<file path="src/rtl/thermal_mon_pkg.sv">
package thermal_mon_pkg;
  localparam int NUM_SRC = 2;
  localparam int ADDR_W  = 4;
  localparam int REG_W   = 32;
  localparam int PEND_W  = 7;

  localparam logic [ADDR_W-1:0] A_CTRL   = 4'd0;
  localparam logic [ADDR_W-1:0] A_IE     = 4'd1;
  localparam logic [ADDR_W-1:0] A_PEND   = 4'd2;
  localparam logic [ADDR_W-1:0] A_ROUTE  = 4'd3;
  localparam logic [ADDR_W-1:0] A_PER    = 4'd4;
  localparam logic [ADDR_W-1:0] A_PER_HT = 4'd5;
  localparam logic [ADDR_W-1:0] A_DEB    = 4'd6;
  localparam logic [ADDR_W-1:0] A_DATA   = 4'd8;
  localparam logic [ADDR_W-1:0] A_WARN   = 4'd10;
  localparam logic [ADDR_W-1:0] A_LOW    = 4'd12;
  localparam logic [ADDR_W-1:0] A_SHUT   = 4'd14;

  // control bits
  localparam int C_RUN = 0;
  localparam int C_SRC = 1;
  localparam int C_POL = 3;
  localparam int C_LT  = 4;
  // routing bits
  localparam int R_PIN = 0;
  localparam int R_RST = 2;
  // pending bits
  localparam int P_HT  = 0;
  localparam int P_LT  = 2;
  localparam int P_SD  = 4;
  localparam int P_EOC = 6;

  typedef enum logic {SEQ_IDLE, SEQ_CONV} seq_state_e;
endpackage

</file>
<file path="src/rtl/thermal_seq.sv">
module thermal_seq
  import thermal_mon_pkg::*;
#(
  parameter int PERIOD_W = 32,
  parameter int N_SRC    = 2,
  parameter int CH_W     = (N_SRC > 1) ? $clog2(N_SRC) : 1
) (
  input  logic                clk_i,
  input  logic                rst_ni,
  input  logic                run_i,
  input  logic [PERIOD_W-1:0] period_i,
  input  logic [PERIOD_W-1:0] period_ht_i,
  input  logic                use_ht_i,
  input  logic                adc_done_i,
  output logic                adc_req_o,
  output logic [CH_W-1:0]     adc_ch_o,
  output logic                fire_o,
  output logic                round_end_o
);
  localparam logic [CH_W-1:0] LAST_CH = CH_W'(N_SRC - 1);

  seq_state_e          state_q;
  logic [PERIOD_W-1:0] cnt_q;
  logic [CH_W-1:0]     ch_q;
  logic [PERIOD_W-1:0] per_sel, per_last;

  always_comb begin
    per_sel  = use_ht_i ? period_ht_i : period_i;
    per_last = (per_sel == '0) ? '0 : per_sel - 1'b1;
  end

  assign adc_req_o   = (state_q == SEQ_CONV);
  assign adc_ch_o    = ch_q;
  assign fire_o      = adc_req_o & adc_done_i;
  assign round_end_o = fire_o & (ch_q == LAST_CH);

  always_ff @(posedge clk_i or negedge rst_ni) begin
    if (!rst_ni) begin
      state_q <= SEQ_IDLE;
      cnt_q   <= '0;
      ch_q    <= '0;
    end else begin
      unique case (state_q)
        SEQ_IDLE: begin
          if (!run_i) begin
            cnt_q <= '0;
          end else if (cnt_q >= per_last) begin
            state_q <= SEQ_CONV;
            cnt_q   <= '0;
            ch_q    <= '0;
          end else begin
            cnt_q <= cnt_q + 1'b1;
          end
        end
        SEQ_CONV: begin
          if (adc_done_i) begin
            if (ch_q == LAST_CH) begin
              state_q <= SEQ_IDLE;
              ch_q    <= '0;
            end else begin
              ch_q <= ch_q + 1'b1;
            end
          end
        end
        default: state_q <= SEQ_IDLE;
      endcase
    end
  end

  assert_req_hold_R3: assert property (@(posedge clk_i) disable iff (!rst_ni)
    (adc_req_o && !adc_done_i) |=> (adc_req_o && $stable(adc_ch_o)));

  assert_first_src_R3: assert property (@(posedge clk_i) disable iff (!rst_ni)
    $rose(adc_req_o) |-> (adc_ch_o == '0));
endmodule

</file>
<file path="src/rtl/thermal_chan.sv">
module thermal_chan #(
  parameter int DATA_W = 12,
  parameter int DEB_W  = 8
) (
  input  logic              clk_i,
  input  logic              rst_ni,
  input  logic              fire_i,
  input  logic [DATA_W-1:0] sample_i,
  input  logic              src_en_i,
  input  logic              lt_en_i,
  input  logic [DATA_W-1:0] warn_i,
  input  logic [DATA_W-1:0] low_i,
  input  logic [DATA_W-1:0] shut_i,
  input  logic [DEB_W-1:0]  deb_ht_i,
  input  logic [DEB_W-1:0]  deb_sd_i,
  output logic [DATA_W-1:0] data_o,
  output logic              hot_o,
  output logic              latch_o,
  output logic              ht_evt_o,
  output logic              lt_evt_o,
  output logic              sd_evt_o
);
  logic [DEB_W-1:0] ht_cnt_q, sd_cnt_q, ht_next, sd_next, ht_lim, sd_lim;
  logic             warm, crit, cold;

  function automatic logic [DEB_W-1:0] sat_inc(input logic [DEB_W-1:0] v);
    return (v == '1) ? v : v + 1'b1;
  endfunction

  always_comb begin
    warm     = sample_i >= warn_i;
    crit     = sample_i >= shut_i;
    cold     = sample_i < low_i;
    ht_next  = warm ? sat_inc(ht_cnt_q) : '0;
    sd_next  = crit ? sat_inc(sd_cnt_q) : '0;
    ht_lim   = (deb_ht_i == '0) ? DEB_W'(1) : deb_ht_i;
    sd_lim   = (deb_sd_i == '0) ? DEB_W'(1) : deb_sd_i;
    ht_evt_o = fire_i & src_en_i & warm & (ht_next >= ht_lim);
    sd_evt_o = fire_i & src_en_i & crit & (sd_next >= sd_lim);
    lt_evt_o = fire_i & src_en_i & lt_en_i & cold;
  end

  always_ff @(posedge clk_i or negedge rst_ni) begin
    if (!rst_ni) begin
      data_o   <= '0;
      ht_cnt_q <= '0;
      sd_cnt_q <= '0;
      hot_o    <= 1'b0;
      latch_o  <= 1'b0;
    end else begin
      if (fire_i) begin
        data_o <= sample_i;
        if (src_en_i) begin
          ht_cnt_q <= ht_next;
          sd_cnt_q <= sd_next;
          hot_o    <= warm;
        end else begin
          ht_cnt_q <= '0;
          sd_cnt_q <= '0;
          hot_o    <= 1'b0;
        end
      end
      if (sd_evt_o) latch_o <= 1'b1;
    end
  end

  assert_latch_sticky_R6: assert property (@(posedge clk_i) disable iff (!rst_ni)
    latch_o |=> latch_o);

  assert_data_store_R3: assert property (@(posedge clk_i) disable iff (!rst_ni)
    fire_i |=> (data_o == $past(sample_i)));
endmodule

</file>
<file path="src/rtl/thermal_regs.sv">
module thermal_regs
  import thermal_mon_pkg::*;
#(
  parameter int DATA_W   = 12,
  parameter int PERIOD_W = 32,
  parameter int DEB_W    = 8
) (
  input  logic                           clk_i,
  input  logic                           rst_ni,
  input  logic                           we_i,
  input  logic [ADDR_W-1:0]              addr_i,
  input  logic [REG_W-1:0]               wdata_i,
  output logic [REG_W-1:0]               rdata_o,
  input  logic [NUM_SRC-1:0][DATA_W-1:0] data_i,
  input  logic [NUM_SRC-1:0]             ht_evt_i,
  input  logic [NUM_SRC-1:0]             lt_evt_i,
  input  logic [NUM_SRC-1:0]             sd_evt_i,
  input  logic                           round_end_i,
  output logic                           run_o,
  output logic [NUM_SRC-1:0]             src_en_o,
  output logic [NUM_SRC-1:0]             lt_en_o,
  output logic                           pol_o,
  output logic [NUM_SRC-1:0]             pin_en_o,
  output logic [NUM_SRC-1:0]             rst_en_o,
  output logic [PERIOD_W-1:0]            period_o,
  output logic [PERIOD_W-1:0]            period_ht_o,
  output logic [DEB_W-1:0]               deb_ht_o,
  output logic [DEB_W-1:0]               deb_sd_o,
  output logic [NUM_SRC-1:0][DATA_W-1:0] warn_o,
  output logic [NUM_SRC-1:0][DATA_W-1:0] low_o,
  output logic [NUM_SRC-1:0][DATA_W-1:0] shut_o,
  output logic                           irq_o
);
  logic [PEND_W-1:0] ie_q, pend_q, pend_set, pend_mask;

  always_comb begin
    pend_set                   = '0;
    pend_set[P_HT +: NUM_SRC]  = ht_evt_i;
    pend_set[P_LT +: NUM_SRC]  = lt_evt_i;
    pend_set[P_SD +: NUM_SRC]  = sd_evt_i;
    pend_set[P_EOC]            = round_end_i;
    pend_mask = (we_i && addr_i == A_PEND) ? wdata_i[PEND_W-1:0] : '1;
  end

  always_ff @(posedge clk_i or negedge rst_ni) begin
    if (!rst_ni) begin
      run_o       <= 1'b0;
      src_en_o    <= '0;
      lt_en_o     <= '0;
      pol_o       <= 1'b0;
      pin_en_o    <= '0;
      rst_en_o    <= '0;
      period_o    <= '0;
      period_ht_o <= '0;
      deb_ht_o    <= '0;
      deb_sd_o    <= '0;
      warn_o      <= '0;
      low_o       <= '0;
      shut_o      <= '0;
      ie_q        <= '0;
      pend_q      <= '0;
    end else begin
      if (we_i) begin
        unique case (addr_i)
          A_CTRL: begin
            run_o    <= wdata_i[C_RUN];
            src_en_o <= wdata_i[C_SRC +: NUM_SRC];
            pol_o    <= wdata_i[C_POL];
            lt_en_o  <= wdata_i[C_LT +: NUM_SRC];
          end
          A_IE:     ie_q        <= wdata_i[PEND_W-1:0];
          A_ROUTE: begin
            pin_en_o <= wdata_i[R_PIN +: NUM_SRC];
            rst_en_o <= wdata_i[R_RST +: NUM_SRC] & ~wdata_i[R_PIN +: NUM_SRC];
          end
          A_PER:    period_o    <= wdata_i[PERIOD_W-1:0];
          A_PER_HT: period_ht_o <= wdata_i[PERIOD_W-1:0];
          A_DEB: begin
            deb_ht_o <= wdata_i[DEB_W-1:0];
            deb_sd_o <= wdata_i[DEB_W +: DEB_W];
          end
          default: ;
        endcase
        for (int n = 0; n < NUM_SRC; n++) begin
          if (addr_i == A_WARN + 4'(n)) warn_o[n] <= wdata_i[DATA_W-1:0];
          if (addr_i == A_LOW  + 4'(n)) low_o[n]  <= wdata_i[DATA_W-1:0];
          if (addr_i == A_SHUT + 4'(n)) shut_o[n] <= wdata_i[DATA_W-1:0];
        end
      end
      pend_q <= (pend_q & pend_mask) | pend_set;
    end
  end

  always_comb begin
    rdata_o = '0;
    unique case (addr_i)
      A_CTRL: begin
        rdata_o[C_RUN]             = run_o;
        rdata_o[C_SRC +: NUM_SRC]  = src_en_o;
        rdata_o[C_POL]             = pol_o;
        rdata_o[C_LT +: NUM_SRC]   = lt_en_o;
      end
      A_IE:     rdata_o[PEND_W-1:0]   = ie_q;
      A_PEND:   rdata_o[PEND_W-1:0]   = pend_q;
      A_ROUTE: begin
        rdata_o[R_PIN +: NUM_SRC] = pin_en_o;
        rdata_o[R_RST +: NUM_SRC] = rst_en_o;
      end
      A_PER:    rdata_o[PERIOD_W-1:0] = period_o;
      A_PER_HT: rdata_o[PERIOD_W-1:0] = period_ht_o;
      A_DEB: begin
        rdata_o[DEB_W-1:0]     = deb_ht_o;
        rdata_o[DEB_W +: DEB_W] = deb_sd_o;
      end
      default: ;
    endcase
    for (int n = 0; n < NUM_SRC; n++) begin
      if (addr_i == A_DATA + 4'(n)) rdata_o[DATA_W-1:0] = data_i[n];
      if (addr_i == A_WARN + 4'(n)) rdata_o[DATA_W-1:0] = warn_o[n];
      if (addr_i == A_LOW  + 4'(n)) rdata_o[DATA_W-1:0] = low_o[n];
      if (addr_i == A_SHUT + 4'(n)) rdata_o[DATA_W-1:0] = shut_o[n];
    end
  end

  assign irq_o = |(pend_q & ie_q);

  assert_route_excl_R7: assert property (@(posedge clk_i) disable iff (!rst_ni)
    (we_i && addr_i == A_ROUTE) |=> ((rst_en_o & $past(wdata_i[R_PIN +: NUM_SRC])) == '0));

  assert_eoc_src_R3: assert property (@(posedge clk_i) disable iff (!rst_ni)
    $rose(pend_q[P_EOC]) |-> $past(round_end_i));

  assert_pend_clear_R10: assert property (@(posedge clk_i) disable iff (!rst_ni)
    (we_i && addr_i == A_PEND && !wdata_i[P_EOC] && !round_end_i) |=> !pend_q[P_EOC]);
endmodule

</file>
<file path="src/rtl/thermal_monitor.sv">
module thermal_monitor
  import thermal_mon_pkg::*;
#(
  parameter int DATA_W   = 12,
  parameter int PERIOD_W = 32,
  parameter int DEB_W    = 8
) (
  input  logic              clk_i,
  input  logic              rst_ni,
  input  logic              reg_we_i,
  input  logic [3:0]        reg_addr_i,
  input  logic [31:0]       reg_wdata_i,
  output logic [31:0]       reg_rdata_o,
  output logic              adc_req_o,
  output logic              adc_ch_o,
  input  logic              adc_done_i,
  input  logic [DATA_W-1:0] adc_data_i,
  output logic              irq_o,
  output logic              shut_gpio_o,
  output logic              shut_rst_o
);
  localparam int CH_W = (NUM_SRC > 1) ? $clog2(NUM_SRC) : 1;

  logic                           run, pol, fire, round_end;
  logic [CH_W-1:0]                ch;
  logic [NUM_SRC-1:0]             src_en, lt_en, pin_en, rst_en;
  logic [NUM_SRC-1:0]             hot, latch, ht_evt, lt_evt, sd_evt;
  logic [PERIOD_W-1:0]            period, period_ht;
  logic [DEB_W-1:0]               deb_ht, deb_sd;
  logic [NUM_SRC-1:0][DATA_W-1:0] data, warn, low, shut;

  thermal_regs #(.DATA_W(DATA_W), .PERIOD_W(PERIOD_W), .DEB_W(DEB_W)) u_regs (
    .clk_i, .rst_ni,
    .we_i(reg_we_i), .addr_i(reg_addr_i), .wdata_i(reg_wdata_i), .rdata_o(reg_rdata_o),
    .data_i(data), .ht_evt_i(ht_evt), .lt_evt_i(lt_evt), .sd_evt_i(sd_evt),
    .round_end_i(round_end),
    .run_o(run), .src_en_o(src_en), .lt_en_o(lt_en), .pol_o(pol),
    .pin_en_o(pin_en), .rst_en_o(rst_en),
    .period_o(period), .period_ht_o(period_ht),
    .deb_ht_o(deb_ht), .deb_sd_o(deb_sd),
    .warn_o(warn), .low_o(low), .shut_o(shut),
    .irq_o(irq_o)
  );

  thermal_seq #(.PERIOD_W(PERIOD_W), .N_SRC(NUM_SRC), .CH_W(CH_W)) u_seq (
    .clk_i, .rst_ni,
    .run_i(run), .period_i(period), .period_ht_i(period_ht), .use_ht_i(|hot),
    .adc_done_i, .adc_req_o, .adc_ch_o(ch),
    .fire_o(fire), .round_end_o(round_end)
  );

  assign adc_ch_o = ch[0];

  for (genvar n = 0; n < NUM_SRC; n++) begin : g_src
    thermal_chan #(.DATA_W(DATA_W), .DEB_W(DEB_W)) u_chan (
      .clk_i, .rst_ni,
      .fire_i(fire && (ch == CH_W'(n))),
      .sample_i(adc_data_i),
      .src_en_i(src_en[n]), .lt_en_i(lt_en[n]),
      .warn_i(warn[n]), .low_i(low[n]), .shut_i(shut[n]),
      .deb_ht_i(deb_ht), .deb_sd_i(deb_sd),
      .data_o(data[n]), .hot_o(hot[n]), .latch_o(latch[n]),
      .ht_evt_o(ht_evt[n]), .lt_evt_o(lt_evt[n]), .sd_evt_o(sd_evt[n])
    );
  end

  // polarity: 1 = active high
  assign shut_gpio_o = pol ? |(latch & pin_en) : ~|(latch & pin_en);
  assign shut_rst_o  = pol ? |(latch & rst_en) : ~|(latch & rst_en);
endmodule

</file>
<file path="config.mk">
export PLATFORM = sky130hd
export DESIGN_NAME = thermal_monitor
export DESIGN_NICKNAME = d
export VERILOG_FILES = /design/src/rtl/thermal_mon_pkg.sv /design/src/rtl/thermal_seq.sv /design/src/rtl/thermal_chan.sv /design/src/rtl/thermal_regs.sv /design/src/rtl/thermal_monitor.sv
export SDC_FILE = /design/constraint.sdc
export NUM_CORES = 1
export LEC_CHECK = 0
export BUFFER_PORTS_ARGS = -buffer_cell sky130_fd_sc_hd__buf_2
export CAP_MARGIN = 5
export CELL_PAD_IN_SITES_DETAIL_PLACEMENT = 1
export CELL_PAD_IN_SITES_GLOBAL_PLACEMENT = 1
export CORE_MARGIN = 4
export CORE_UTILIZATION = 44
export CTS_CLUSTER_DIAMETER = 150
export DETAILED_ROUTE_END_ITERATION = 7
export GPL_TIMING_DRIVEN = 0
export PLACE_DENSITY_LB_ADDON = 0.1
export SYNTH_ARGS = -nofsm -noshare
export SYNTH_HDL_FRONTEND = slang
export SYNTH_SLANG_ARGS = --single-unit
export TNS_END_PERCENT = 1
</file>
<file path="constraint.sdc">
create_clock -name clk_i -period 4.7 [get_ports clk_i]
set_clock_uncertainty 0.05 [all_clocks]
set_input_delay 1.41 -clock clk_i [delete_from_list [all_inputs] [get_ports clk_i]]
set_output_delay 1.41 -clock clk_i [all_outputs]
set_load 0.02 [all_outputs]
</file>
Word-level counts from Yosys, hierarchy flattened --
Cells that the tools add are included.
Word-level totals: bits in registers 270, output and inout bits 37, word-level logic and storage cells 167
Operators by class: add/sub/neg operators 7, $lt $le $gt $ge 11, equality and inequality tests 21, multiplexer cells 46, bitwise operators 25, reductions and logical operators 26
Operators with widths (count):
- two-way mux 32 bit | 4
- two-way mux 8 bit | 14
- two-way mux 12 bit | 8
- >= comparator 12 bit | 4
- adder 32 x 1 -> 32 bit, second input constant | 1
- adder 8 x 1 -> 8 bit, second input constant | 4
- == test 4 bit, second input constant | 8
- == test 8 bit, second input constant | 4
- >= comparator 32 bit | 1
- >= comparator 8 bit | 4
- zero test 32 bit | 1
- one-hot mux 16 bit (2 select lines) | 1
- subtractor 32 x 1 -> 32 bit, second input constant | 1
- one-hot mux 4 bit (7 select lines) | 1
- one-hot mux 9 bit (3 select lines) | 1
- < comparator 12 bit | 2
- AND reduction 2 bit | 12
- AND 1 bit | 16
- zero test 8 bit | 2
- AND 7 bit | 2
- == test 4 x 3 -> 1 bit, second input constant | 3
- two-way mux 1 bit | 12
- one-hot mux 2 bit (6 select lines) | 1
- == test 4 x 2 -> 1 bit, second input constant | 2
- other kinds (17) | 27

Logic depth before layout (Yosys ltp) --
depth in word-level cells 10, depth in mapped cells 20, gate-level depth less buffers 16

By module --
Synthesis repeated with hierarchy kept, for this count alone.
Unflattened totals: cells, all modules 1895, area, all modules 18524.0 um2
By module, submodules not included:
- thermal_regs | times used 1, cells an instance 709, area an instance 8604.5 um2
- thermal_seq | times used 1, cells an instance 489, area an instance 3926.3 um2
- thermal_chan at g_src[1].u_chan | times used 1, cells an instance 343, area an instance 2974.1 um2
- thermal_chan at g_src[0].u_chan | times used 1, cells an instance 347, area an instance 2967.8 um2
- thermal_monitor | times used 1, cells an instance 7, area an instance 51.3 um2

Worst setup path before layout --
No wires, ideal clock.
path type register to register, from register g_src[1].u_chan.hot_o, to register u_seq.cnt_q[28], setup time 0.079 ns, arrival time 5.033 ns, data required time 4.571 ns, path slack -0.462 ns, stages on the path, launching flop included 21, path buffers 6, period minus slack after synthesis 5.162 ns, path through dfrtp_1 -> nor2_1 -> clkbuf_1 -> clkbuf_1 -> buf_1 -> mux2i_1 -> ha_1 -> nand3_1 -> or4_1 -> clkbuf_1 -> buf_6 -> and2_1 -> ha_1 -> nand2b_1 -> a2111o_1 -> a31oi_1 -> a311oi_1 -> nor3_1 -> clkbuf_1 -> nand4_1 -> mux2i_1
Between the ends: word-level cells in the longest chain between the ends 7, elaborated cells on any way between the ends 8, those cells by class add/sub (1); order compare (1); mux (4); reduce/logical (2)
Ends and longest elaborated chain:
- from (decl) | line thermal_chan.sv:17 | output logic hot_o,
- from (signal assigned) | line thermal_chan.sv:56 | hot_o <= warm;
- OR reduction 2 bit * | line thermal_monitor.sv:47 | .run_i(run), .period_i(period), .period_ht_i(period_ht), .use_ht_i(|hot),
- two-way mux 32 bit * | line thermal_seq.sv:28 | per_sel = use_ht_i ? period_ht_i : period_i;
- subtractor 32 x 1 -> 32 bit / zero test 32 bit (equally long branches) | line thermal_seq.sv:29 | per_last = (per_sel == '0) ? '0 : per_sel - 1'b1;
- two-way mux 32 bit * | line thermal_seq.sv:29
- >= comparator 32 bit * | line thermal_seq.sv:47 | end else if (cnt_q >= per_last) begin
- two-way mux 32 bit * | line thermal_seq.sv:47
- two-way mux 32 bit * | line thermal_seq.sv:45 | if (!run_i) begin
- to (signal assigned) | line thermal_seq.sv:52 | cnt_q <= cnt_q + 1'b1;
- to (decl) | line thermal_seq.sv:23 | logic [PERIOD_W-1:0] cnt_q;
Mark *: on every way between the ends. The rest lies on a longest branch, timed or not. A chain may end at the register's enable or synchronous reset.

Worst setup path after layout --
from input port reg_addr_i[3], to output port reg_rdata_o[3]
Between the ends: word-level cells in the longest chain between the ends 10, elaborated cells on any way between the ends 24, those cells by class eq/ne (14); mux (9); reduce/logical (1)
Ends and longest elaborated chain:
- from (decl) | line thermal_monitor.sv:11 | input logic [3:0] reg_addr_i,
- == test 4 x 3 -> 1 bit (tied with other cells) | line thermal_regs.sv:96 | unique case (addr_i)
- one-hot mux 4 bit (7 select lines) | line thermal_regs.sv:96
- two-way mux 12 bit | line thermal_regs.sv:118 | if (addr_i == A_DATA + 4'(n)) rdata_o[DATA_W-1:0] = data_i[n];
- two-way mux 12 bit | line thermal_regs.sv:119 | if (addr_i == A_WARN + 4'(n)) rdata_o[DATA_W-1:0] = warn_o[n];
- two-way mux 12 bit | line thermal_regs.sv:120 | if (addr_i == A_LOW + 4'(n)) rdata_o[DATA_W-1:0] = low_o[n];
- two-way mux 12 bit | line thermal_regs.sv:121 | if (addr_i == A_SHUT + 4'(n)) rdata_o[DATA_W-1:0] = shut_o[n];
- two-way mux 12 bit | line thermal_regs.sv:118
- two-way mux 12 bit | line thermal_regs.sv:119
- two-way mux 12 bit | line thermal_regs.sv:120
- two-way mux 12 bit * | line thermal_regs.sv:121
- to (decl) | line thermal_monitor.sv:13 | output logic [31:0] reg_rdata_o,
Marks and branches as above.

==> results.md <==
* Seq cells post-synth at 270
* R2r setup slk at 0.9 ps
* Pwr/cell area at around 380 nW/µm²
* Routed vias/inst at around 6.1
* Drt first pass iters at 5
* Layout cell share with drive strength beyond 1 at between 20% and 30%
* Peak supply drop at about 0.00027 V
* Mapped Avg Cell Area at roughly 9.6 µm²
* Tightest Pin Transition at 974.3 ps
* Async SR Flop Fraction at 100.0%
* Final Cycle Share at 99.98%
* Worst r2r src: g_src[1].u_chan.hot_o$_DFFE_PN0P_
* Main synth FF type: dfrtp_1
* Non-filler cells, final at around 2600
* Critical Path Max Stage Delay at around 340 ps
* Vias at between 15000 and 20000
* R2R depth at 17
* Area added between synthesis and finish at 21.62%
* Post-synthesis xor/xnor area fraction at 1.947%
* # port buffers at 87
* Core Area at about 39000 µm²
* Post-synthesis compound-gate area fraction at approximately 15%
* Critical path buffers and inverters at 4
* Clock transition at the registers of the reported paths at around 50 ps
* Post-synth EDFFs at 0
* Synth top area share at about two fifths
* Clock tree sinks at between 200 and 300
* Clk buf depth at 3
* CTS Buf Count at 35
* Yosys cell types at 77
* Largest net degree at the start of global routing at approximately 110
* Synth Instances at 1824
* Total Power at approximately 0.0081 W
* Fin crit period at approximately 4700 ps
* Hold Path End: g_src[1].u_chan.data_o[1]$_DFFE_PN0P_
* CP startpoint kind: input pin
* Antenna violations before repair at 1
* Nets@finish at between 2000 and 2500
* Crit. path cell count at 10
* TritonCTS clock tree: done
* Initial Utilization at approximately 45%
* Fin. max-slew vios at 0
* Most frequent cell after synthesis: dfrtp_1
* Routability cong. at between 0.8 and 0.9
* Synth warnings at 0
* Die Y at roughly 210 µm
* Post-detail-place hpwl at around 46000 µm
* Row cnt at a little over 70
* CP dominant cell by count: buf_4
* Arr. time, crit path at between 3000 and 4000 ps
* Crit. Startpoint: reg_addr_i[3]
* H-tree levels at 2
* Root Driver: clkbuf_16
* Aggregate global routing overflow at 0
* Slew headroom at a little over a third
* First-pass GRT wire length at 95770 µm
* Sequential-to-total area share from yosys stat at roughly 39%
* Routed Wire Length at roughly 64000 µm
* RSZ-0062 raised after global routing: true
* Final setup vio count at 0
* Synth Area in Simple Gates at between 10% and 20%
* Leak pwr at 9.845 nW
* Synth area leaders: dfrtp_1 (39%), mux2_2 (11%), ha_1 (10%), nand2_1 (4.7%), nand3_1 (2.6%)
* Status: finished clean
* Max-cap viol count at 0
* Iter 0 DRT Violations at approximately 900
* Post-Place Cells at ~2400
* Synth Area in Adders at approximately a tenth
* Type of the tightest min-delay check: flip-flop to flip-flop
* Largest family of logic cells by synthesized area: simple AND/OR/NAND/NOR gates
* Post-synthesis mux area share at between 10 and 15%
* Hold_sp: g_src[1].u_chan.data_o[1]$_DFFE_PN0P_
* Critical path required time at roughly 3200 ps
* Hold Fails Final Rpt at 0
* Routed Antenna Nets at 0
* Die W at ~210 µm
* Max Freq at about 0.21 GHz
* Slowest-stage cell, CP: a222oi_1
* Top delay family on crit path: buffers and inverters
* IO Count at around 90
* Avg WL per Cell at around 25 µm
* Cell taking the most area after synthesis: dfrtp_1
* Crit end category: output port
* Clk_lat worst skew at 550 ps
* # fillers at between 4000 and 5000
* Syn nets at slightly above 2000
* DRC violations left at 0
* Vias in the first global route at about 16000
* RR Endpoint: u_seq.cnt_q[25]$_DFFE_PN0N_
* Total GRT Usage at between 20% and 30%
* Depth of the worst hold-timing path at 2
* CP Max Fanout at 6
* Critical path class: input pin to output port
* Critical-path cell list: buf_4, nand2b_4, buf_4, nor3_4, buf_8, a22oi_1, nand4_1, o21ai_2, a222oi_1, buf_2
* Mapped cell area at 17540 µm²
* Die Area at between 40000 and 50000 µm²
* Most frequent cells after synthesis: dfrtp_1 (270), nand2_1 (218), mux2_2 (168), ha_1 (140), inv_1 (101)
-- metal layers --
layer | track usage (%) | wire (µm) | vias up
met5 | 0 | 0 | -
met4 | 10.67 | 2516 | 0
met3 | 3.521 | 2488 | 117
met2 | 49.38 | 32120 | 362
met1 | 35.11 | 26490 | 8040
li1 | - | - | 7100
-- through the flow --
step           worst slack (ps)  TNS [ps]  utilization (%)  instance area, µm²  hold WS (ps)
6_report                 0.8602         0            54.70               21340         429.9
5_1_grt                  -134.6     -3169            54.70               21340         466.2
4_1_cts                  -140.8     -2495            52.34               20420         431.2
3_5_place_dp              -1650    -72530            47.97               18710         414.3
3_3_place_gp              -3128   -906040            47.78               18640         406.8
2_1_floorplan            -3.201    -33.75                -               17560         387.9
-- power breakdown --
group	switching [W]	leakage [nW]	total, W	internal, W
clock	0.00113	0.590	0.00283	0.00170
sequential	0.000448	3.46	0.00312	0.00267
combinational	0.00120	5.79	0.00220	0.00100
total	0.00277	9.85	0.00815	0.00538
-- worst max-delay path by stage --
stage / end / slack, ps
4_1_cts: reg_rdata_o[10] / -140
5_1_grt: u_seq.adc_ch_o$_DFFE_PN0P_ / -130
2_1_floorplan: u_seq.cnt_q[21]$_DFFE_PN0N_ / -3
3_5_place_dp: u_seq.cnt_q[6]$_DFFE_PN0N_ / -1650
6_report: reg_rdata_o[3] / 0.9
3_3_place_gp: u_regs.low_o[22]$_DFFE_PN0P_ / -3130
-- worst reg2reg max path, delay by kind of cell, from the launching register on --
family	cells	cell delay, ps
flip-flops	1	460
AO/OA/AOI/OAI	5	920
buffers and inverters	2	380
AND/OR/NAND/NOR	8	2370
adder cells (fa/ha/maj)	1	230
XOR/XNOR	1	240
-- kinds of logic (layout without fill, tap and decap cells) --
| kind of cell | Yosys count | after routing |
|---|---|---|
| AND/OR/NAND/NOR | 600 | 600 |
| AO/OA/AOI/OAI | 383 | 383 |
| flip-flops | 270 | 270 |
| XOR/XNOR | 39 | 39 |
| buffers and inverters | 184 | 394 |
| multiplexers | 208 | 208 |
| adder cells (fa/ha/maj) | 140 | 140 |
| other | 0 | 1 |
-- final cells by class --
cell class / instances / area (µm²) / share of cell area [%]
Inverter: 101 / 379.1 / 1.777
Multi-Input combinational cell: 1370 / 10740 / 50.32
Clock inverter: 17 / 186.4 / 0.8738
Buffer: 80 / 564.3 / 2.645
Antenna cell: 1 / 2.502 / 0.01173
Tap cell: 518 / 648.1 / 3.038
Sequential cell: 270 / 6759 / 31.68
Clock buffer: 46 / 1020 / 4.779
Timing Repair Buffer: 150 / 1040 / 4.873
-- timing repair --
item                                    4_1_cts  5_1_grt
endpoints found under the setup margin       70       69
hold buffers                                  0        0
gates resized for setup                     117      130
setup buffers                                14       43
pin swaps                                    15       41
gates cloned                                  0        4
-- sequential cells by signal, indices dropped and copies added, names as in the netlist, 2 cells and up --
name and flops:
g_src.u_chan.data_o 24, u_seq.cnt_q 32, g_src.u_chan.latch_o 2, u_regs.lt_en_o 2, u_regs.deb_ht_o 8, u_regs.pin_en_o 2, u_regs.src_en_o 2, u_regs.shut_o 24
u_regs.deb_sd_o 8, u_regs.low_o 24, u_regs.period_o 32, g_src.u_chan.hot_o 2, u_regs.ie_q 7, u_regs.period_ht_o 32, u_regs.warn_o 24, u_regs.rst_en_o 2
g_src.u_chan.sd_cnt_q 16, u_regs.pend_q 7, g_src.u_chan.ht_cnt_q 16
-- layout by cell type (no fill, tap or decap), types with 16 or more instances in the layout --
cell type | synthesis | routed
o21ai_0 | 69 | 63
nand2b_1 | 25 | 20
mux2_2 | 168 | 168
clkbuf_1 | 64 | 38
clkbuf_16 | 0 | 41
nor3_1 | 33 | 28
o211ai_1 | 16 | 16
nand3_1 | 91 | 90
xnor2_1 | 18 | 18
a211oi_1 | 22 | 16
a22o_1 | 33 | 33
a22oi_1 | 30 | 30
xor2_1 | 21 | 20
nand4_1 | 17 | 17
buf_4 | 0 | 59
mux2i_1 | 34 | 31
inv_1 | 101 | 100
a21o_1 | 19 | 19
buf_2 | 6 | 87
dfrtp_1 | 270 | 268
ha_1 | 140 | 135
nor4_1 | 19 | 16
and3_1 | 19 | 19
a21oi_1 | 73 | 68
o21a_1 | 16 | 16
nand2_1 | 218 | 210
nor2_1 | 93 | 85
Power figures use the tool's default switching activity.
